`src/rtl/endian_bridge_pkg.sv`:
```
package endian_bridge_pkg;

  typedef enum logic [1:0] {
    SZ_BYTE = 2'd0,
    SZ_HALF = 2'd1,
    SZ_WORD = 2'd2
  } xfer_size_e;

endpackage

```
`src/rtl/endian_mode_latch.sv`:
```
module endian_mode_latch (
  input  logic clk,
  input  logic rst,
  input  logic pin,
  output logic mode_q
);

  // Strap is followed while reset is held, frozen afterwards.
  always_ff @(posedge clk) begin
    if (rst) mode_q <= pin;
  end

endmodule

```
`src/rtl/endian_ctl_reg.sv`:
```
module endian_ctl_reg (
  input  logic clk,
  input  logic rst,
  input  logic wr_en,
  input  logic wr_bit,
  output logic ctl_q
);

  always_ff @(posedge clk) begin
    if (rst)        ctl_q <= 1'b0;
    else if (wr_en) ctl_q <= wr_bit;
  end

endmodule

```
`src/rtl/endian_lane_map.sv`:
```
module endian_lane_map #(
  parameter int NB = 4,
  localparam int LB = $clog2(NB)
) (
  input  logic          swap,
  input  logic [1:0]    size,
  input  logic [LB-1:0] addr_lo,
  output logic [LB-1:0] addr_lo_int,
  output logic [NB-1:0] be
);

  logic [LB-1:0] flip;

  always_comb begin
    // Flip every address bit at or above the transfer size.
    for (int i = 0; i < LB; i++) begin
      flip[i] = swap && (i >= int'(size));
    end
    addr_lo_int = addr_lo ^ flip;
    for (int j = 0; j < NB; j++) begin
      be[j] = ((j >> size) == (int'(addr_lo_int) >> size));
    end
  end

endmodule

```
`src/rtl/endian_lane_swap.sv`:
```
module endian_lane_swap #(
  parameter int DW = 32,
  localparam int NB = DW / 8
) (
  input  logic          swap,
  input  logic [DW-1:0] din,
  output logic [DW-1:0] dout
);

  for (genvar g = 0; g < NB; g++) begin : g_lane
    assign dout[8*g +: 8] = swap ? din[8*(NB-1-g) +: 8] : din[8*g +: 8];
  end

endmodule

```
`src/rtl/cpu_endian_bridge.sv`:
```
module cpu_endian_bridge #(
  parameter int AW        = 16,
  parameter int DW        = 32,
  parameter int STAT_WORD = 0
) (
  input  logic            clk,
  input  logic            rst,
  input  logic            endian_pin,
  input  logic            cpu_req,
  input  logic            cpu_we,
  input  logic [1:0]      cpu_size,
  input  logic [AW-1:0]   cpu_addr,
  input  logic [DW-1:0]   cpu_wdata,
  output logic            cpu_rvalid,
  output logic [DW-1:0]   cpu_rdata,
  output logic            fab_req,
  output logic            fab_we,
  output logic            fab_is_reg,
  output logic [AW-1:0]   fab_addr,
  output logic [DW/8-1:0] fab_be,
  output logic [DW-1:0]   fab_wdata,
  input  logic            fab_rvalid,
  input  logic [DW-1:0]   fab_rdata
);
  import endian_bridge_pkg::*;

  localparam int NB = DW / 8;
  localparam int LB = $clog2(NB);
  localparam int IW = AW - 1 - LB;
  localparam logic [IW-1:0] STAT_IDX = IW'(STAT_WORD);

  logic          mode_q;
  logic          ctl_q;
  logic          swap;
  logic [LB-1:0] lo_int;
  logic [NB-1:0] be_int;
  logic [DW-1:0] wdata_int;
  logic          stat_hit;
  logic          rd_swap_q;
  logic          loc1_q, loc2_q;
  logic [DW-1:0] loc1_dat, loc2_dat;
  logic [DW-1:0] rsp_src, rsp_cpu;

  assign swap     = mode_q & ctl_q;
  assign stat_hit = cpu_addr[AW-1] && (cpu_addr[AW-2:LB] == STAT_IDX);

  endian_mode_latch u_mode (
    .clk    (clk),
    .rst    (rst),
    .pin    (endian_pin),
    .mode_q (mode_q)
  );

  endian_lane_map #(.NB(NB)) u_map (
    .swap        (swap),
    .size        (cpu_size),
    .addr_lo     (cpu_addr[LB-1:0]),
    .addr_lo_int (lo_int),
    .be          (be_int)
  );

  endian_lane_swap #(.DW(DW)) u_wswap (
    .swap (swap),
    .din  (cpu_wdata),
    .dout (wdata_int)
  );

  endian_ctl_reg u_ctl (
    .clk    (clk),
    .rst    (rst),
    .wr_en  (cpu_req && cpu_we && stat_hit && be_int[0]),
    .wr_bit (wdata_int[0]),
    .ctl_q  (ctl_q)
  );

  // Registered fabric request.
  always_ff @(posedge clk) begin
    if (rst) begin
      fab_req    <= 1'b0;
      fab_we     <= 1'b0;
      fab_is_reg <= 1'b0;
      fab_addr   <= '0;
      fab_be     <= '0;
      fab_wdata  <= '0;
      rd_swap_q  <= 1'b0;
    end else begin
      fab_req <= cpu_req && !stat_hit;
      if (cpu_req) begin
        fab_we     <= cpu_we;
        fab_is_reg <= cpu_addr[AW-1];
        fab_addr   <= {cpu_addr[AW-1:LB], lo_int};
        fab_be     <= be_int;
        fab_wdata  <= wdata_int;
        if (!cpu_we) rd_swap_q <= swap;
      end
    end
  end

  // Local status read, delayed to line up with a one-cycle fabric.
  always_ff @(posedge clk) begin
    if (rst) begin
      loc1_q   <= 1'b0;
      loc2_q   <= 1'b0;
      loc1_dat <= '0;
      loc2_dat <= '0;
    end else begin
      loc1_q   <= cpu_req && !cpu_we && stat_hit;
      loc1_dat <= {{(DW-1){1'b0}}, ctl_q};
      loc2_q   <= loc1_q;
      loc2_dat <= loc1_dat;
    end
  end

  assign rsp_src = loc2_q ? loc2_dat : fab_rdata;

  endian_lane_swap #(.DW(DW)) u_rswap (
    .swap (rd_swap_q),
    .din  (rsp_src),
    .dout (rsp_cpu)
  );

  always_ff @(posedge clk) begin
    if (rst) begin
      cpu_rvalid <= 1'b0;
      cpu_rdata  <= '0;
    end else begin
      cpu_rvalid <= fab_rvalid || loc2_q;
      if (fab_rvalid || loc2_q) cpu_rdata <= rsp_cpu;
    end
  end

endmodule

```
`config.mk`:
```
export PLATFORM = sky130hd
export DESIGN_NAME = cpu_endian_bridge
export DESIGN_NICKNAME = d
export VERILOG_FILES = /design/src/rtl/endian_bridge_pkg.sv /design/src/rtl/endian_mode_latch.sv /design/src/rtl/endian_ctl_reg.sv /design/src/rtl/endian_lane_map.sv /design/src/rtl/endian_lane_swap.sv /design/src/rtl/cpu_endian_bridge.sv
export SDC_FILE = /design/constraint.sdc
export NUM_CORES = 1
export LEC_CHECK = 0
export ABC_AREA = 0
export BUFFER_PORTS_ARGS = -buffer_cell sky130_fd_sc_hd__buf_2
export CORE_UTILIZATION = 53
export DETAILED_ROUTE_END_ITERATION = 8
export GPL_TIMING_DRIVEN = 0
export PLACE_DENSITY_LB_ADDON = 0.05
export SYNTH_ARGS = -nofsm -noshare
export SYNTH_HDL_FRONTEND = slang
export SYNTH_HIERARCHICAL = 1
export SYNTH_SLANG_ARGS = --single-unit
export TNS_END_PERCENT = 1
```
`constraint.sdc`:
```
create_clock -name clk -period 2.3 [get_ports clk]
set_clock_uncertainty 0.05 [all_clocks]
set_input_delay 0.23 -clock clk [delete_from_list [all_inputs] [get_ports clk]]
set_output_delay 0.23 -clock clk [all_outputs]
set_load 0.01 [all_outputs]
```
==> Word level (Yosys, flattened, before mapping) <==
Index checks and enable logic that the tools add are counted.
{ "totals": {"regBits": 157, "elab_cells": 53, "output_inout_bits": 88, "input_bits": 88} }
{ "op_classes": {"reduce_logical": 14, "shifts": 5, "muxes": 9, "n_eq_ne": 4, "bitwise": 3, "n_lt_le_gt_ge": 2} }
{ "op_table": {"columns": ["operator", "n"], "rows": [
  ["32-bit == test", 4],
  ["8-bit two-way mux", 8],
  ["1-bit by 2-bit right shift with 32-bit output (first input constant)", 2],
  ["2-bit by 2-bit right shift with 32-bit output (first input constant)", 2],
  ["32-bit two-way mux", 1],
  ["2-bit by 2-bit right shift with 32-bit output", 1],
  ["13-bit zero test", 1],
  ["1-bit logical AND", 9],
  ["1-bit by 2-bit >= comparator with 1-bit output (first input constant)", 2],
  ["1-bit zero test", 2],
  ["2-bit AND reduction", 1],
  ["2-bit XOR", 1],
  ["1-bit AND", 1],
  ["1-bit logical OR", 1],
  ["1-bit inverter", 1]
]} }

==> Logic depth before layout (Yosys ltp) <==
{ "logic_depth": {"word_depth": 6, "mapped_depth": 8, "mapped_depth_nobuf": 8} }

==> By module <==
The synthesis kept the hierarchy.
{ "by_module_without_submodules": {"columns": ["module", "n_inst", "cells_each", "seq_area_each_um2", "area_per_inst_um2"], "rows": [
  ["cpu_endian_bridge", 1, 373, 1841.8, 3447.1],
  ["endian_lane_swap", 2, 36, 0.0, 544.3],
  ["endian_lane_map", 1, 20, 0.0, 118.9],
  ["endian_ctl_reg", 1, 3, 20.0, 33.8],
  ["endian_mode_latch", 1, 1, 30.0, 30.0]
]} }

==> Worst setup path after synthesis <==
OpenSTA, ideal clock, no wires.
{ "synth_path": {"path_type": "reg-to-reg", "start": "reg u_ctl.ctl_q", "end": "reg fab_wdata[0]", "path_buffers": 2, "setup_ns": 0.128, "stages_incl_launch_ff": 7, "synth_period_minus_slack_ns": 1.531, "arrival_time_ns": 1.353, "path_slack_ns": 0.769, "t_required_ns": 2.122, "path_cell_list": "dfxtp_1 > and2_1 > buf_6 > buf_12 > mux2_4 > mux2i_1 > nor2_1"} }
{ "synth_between": {"elab_chain_cells": 2} }
{ "synth_rtl": {"columns": ["element", "line_no", "text"], "rows": [
  ["from (decl)", "endian_ctl_reg.sv:6", "output logic ctl_q"],
  ["from (signal assigned)", "endian_ctl_reg.sv:11", "else if (wr_en) ctl_q <= wr_bit;"],
  ["1-bit AND", "cpu_endian_bridge.sv:44", "assign swap = mode_q & ctl_q;"],
  ["via swap", "cpu_endian_bridge.sv:34", "logic swap;"],
  ["8-bit two-way mux", "endian_lane_swap.sv:11", "assign dout[8*g +: 8] = swap ? din[8*(NB-1-g) +: 8] : din[8*g +: 8];"],
  ["via wdata_int[0]", "cpu_endian_bridge.sv:37", "logic [DW-1:0] wdata_int;"],
  ["to (signal assigned)", "cpu_endian_bridge.sv:93", "fab_wdata <= wdata_int;"],
  ["to (decl)", "cpu_endian_bridge.sv:21", "output logic [DW-1:0] fab_wdata,"]
]} }
The timed path passes the listed nets, and every way through them passes these cells.
A chain may end at the register's enable or synchronous reset.

==> Worst setup path in the final report <==
{ "layout_path": {"start": "reg u_ctl.ctl_q", "end": "reg fab_wdata[20]"} }
Same word-level chain as after synthesis.

==> flow_metrics.env <==
export IMPL_outcome="finished, final reports clean"
export IMPL_syn_inst=469
export IMPL_globalRouteOverflowTotal=0
export IMPL_cts_hold_fix_buffers=1
export IMPL_fin_crit_ps=1740
export IMPL_grt_usage_pct=23.8
export IMPL_insertion_delay_ps=360
export IMPL_fin_setup_tns_ps=0
export IMPL_power_internal_uw=2660
export IMPL_largestRegisters="cpu_rdata x32, fab_wdata x32, fab_addr x15"
export IMPL_cts_sinks=94
export IMPL_routed_wl_um=11000
export IMPL_clock_root_buffer="clkbuf_8"
export IMPL_antenna_found_initial=0
export IMPL_dieWidth_um=96.4
export IMPL_cts_made_buffers=9
export IMPL_cts_tree="yes"
export IMPL_synth_commonest_cells="dfxtp_1, nand2_1, nor2_1"
export IMPL_io_pins=176
export IMPL_ys_warn_count=6
export IMPL_syn_to_final_growth_pct=26.2
export IMPL_synth_top_cells_by_area="dfxtp_1, mux2_4, mux2i_1"
export IMPL_clk_path_buf_depth=2
export IMPL_worst_pin_slew_ps=545
export IMPL_synth_distinct_cells=33
export IMPL_yosysMostFrequentCell="dfxtp_1"
export IMPL_drc=0
export IMPL_yosysSeqAreaShare_pct=40.1
export IMPL_rsz0062_at_grt="false"
export IMPL_path_max_fanout=10
export IMPL_ant_nets=0
export IMPL_hold_viol=0
export IMPL_vias=3856
export IMPL_h_tree_depth=3
export IMPL_gp_congestion=0.835
export IMPL_ir_drop_v=0.000377
export IMPL_cp_end_kind="register"
export IMPL_post_cts_setup_buffer_count=0
export IMPL_max_cap_viol_count=0
export IMPL_worstSetupPathType="register to register"
export IMPL_synth_ff_type="dfxtp_1"
export IMPL_die_area_um2=9280
export IMPL_yosysTopAreaCellShare_pct=39.5
export IMPL_leakage_uw=0.00297
export IMPL_wl_per_cell_um=14.4
export IMPL_power_density_nw_per_um2=597
export IMPL_grt_pass1_vias=3678
export IMPL_synth_area_um2=4720
export IMPL_fmax_ghz=0.573
export IMPL_dr_pass1_iters=4
export IMPL_drtIter0Drc=86
export IMPL_yosys_area_top_type="dfxtp_1"
export IMPL_die_h_um=96.4
export IMPL_power_frac_comb_pct=16.1
export IMPL_pwr_share_seq_pct=49.5
export IMPL_insertedDiodeCount=0
export IMPL_slew_violations=0
export IMPL_postSynthAreaPerCell_um2=10.1
export IMPL_netSwitchingFraction_pct=25.2
export IMPL_p_sw_uw=894
export IMPL_clkTransAtPathRegs_ps=90
export IMPL_drive_above_1_share_pct=42.3
export IMPL_finalSetupViolations=0
export IMPL_grt_max_degree=16
export IMPL_required_ps=2490
export IMPL_p_clk_share_pct=34.3
export IMPL_port_buffers=173
export IMPL_finalHoldWorstSlack_ps=15.8
export IMPL_hpwlAfterDp_um=8370
export IMPL_syn_nets=557
export IMPL_fillCellCount=735
export IMPL_hold_class="primary input to register"
export IMPL_post_cts_resized=0
export IMPL_start_kind="register"
export IMPL_finalCritPeriodShare_pct=75.9
export IMPL_initial_core_util_pct=54.4
export IMPL_arrival_ps=1940
export IMPL_slew_headroom_pct=63.6
export IMPL_core_um2=8680
export IMPL_synth_edf_count=1
export IMPL_async_flop_share_pct=0
export IMPL_grt_pass1_wl_um=16800
export IMPL_ys_ff_latch=94
export IMPL_finalNetCount=742
export IMPL_rows=34
export IMPL_routed_via_density=5.03
worst paths after layout:
check | to | cells after the start | startpoint | slack [ps]
worst max-delay path | fab_wdata[20] | 6 | u_ctl/ctl_q | 560
worst min-delay path | u_ctl/ctl_q | 2 | rst | 20
worst max register to register | fab_wdata[20] | 6 | u_ctl/ctl_q | 560
worst min register to register | loc2_q | 1 | loc1_q | 400
through the flow:
step,area [um^2],power (uW),util [%],worst slack (ps),cells
after floorplan,4720,2140,-,769,469
after CTS,5950,3580,68.6,561,767
after detailed placement,5720,2370,65.9,582,750
after global routing,5950,3720,68.6,394,767
after global placement,5720,2350,65.9,635,750
final,5950,3550,68.6,555,767
kinds of logic after synthesis:
kind of cell | share of synthesized area [%]
AOI/OAI and AO/OA | 3.98
DFF | 40.1
xor gates and xnor gates | 0.371
muxes | 31.7
and+or+nand+nor | 17.3
buffers and inverters | 6.47
layout by cell type, fill, tap and decap left out, drive strengths merged, types with 2 or more instances in the layout:
master  synthesis  final
a211o           2      2
a21oi          33     33
buf            25    198
bufinv          0      2
clkbuf         11     22
clkinv          0      3
dfxtp          93     93
mux2           65     65
mux2i          54     54
nand2          65     65
nor2           64     64
nor2b          34     34
nor3            2      2
nor3b           3      3
nor4            3      3
or3             2      2
routing by layer:
| metal | share of wire (%) | wire length [um] | GRT usage [%] |
|---|---|---|---|
| met1 | 41 | 4560 | 26.2 |
| met2 | 50 | 5560 | 43.4 |
| met3 | 7.0 | 773 | 6.71 |
| met4 | 1.4 | 150 | 8.33 |
| met5 | 0 | 0 | 0 |
worst max-delay path: stages (launching register included):
cell and delay (ps):
dfxtp_1 350, and2_1 330, buf_6 200, buf_12 150
mux2_4 310, mux2i_1 170, nor2_1 50
area by class of cell:
cell class,instances,area (um^2),area share [%]
plain buffers,36,302,5.07
clock buffers,11,141,2.37
clock inverters,5,82.6,1.39
inverters,1,3.75,0.0631
multi-input cells,338,2520,42.3
flip-flops and latches,94,1890,31.8
well taps,108,135,2.27
repair buffers,174,876,14.7
power groups by stage:
stage | logic, uW | registers (uW) | clock network (uW)
floorplan | 299 | 1840 | 0
global placement | 557 | 1790 | 0
detailed placement | 572 | 1800 | 0
CTS | 576 | 1760 | 1250
global route | 628 | 1770 | 1320
finish | 573 | 1760 | 1220
(Power assumes the default switching activity.)
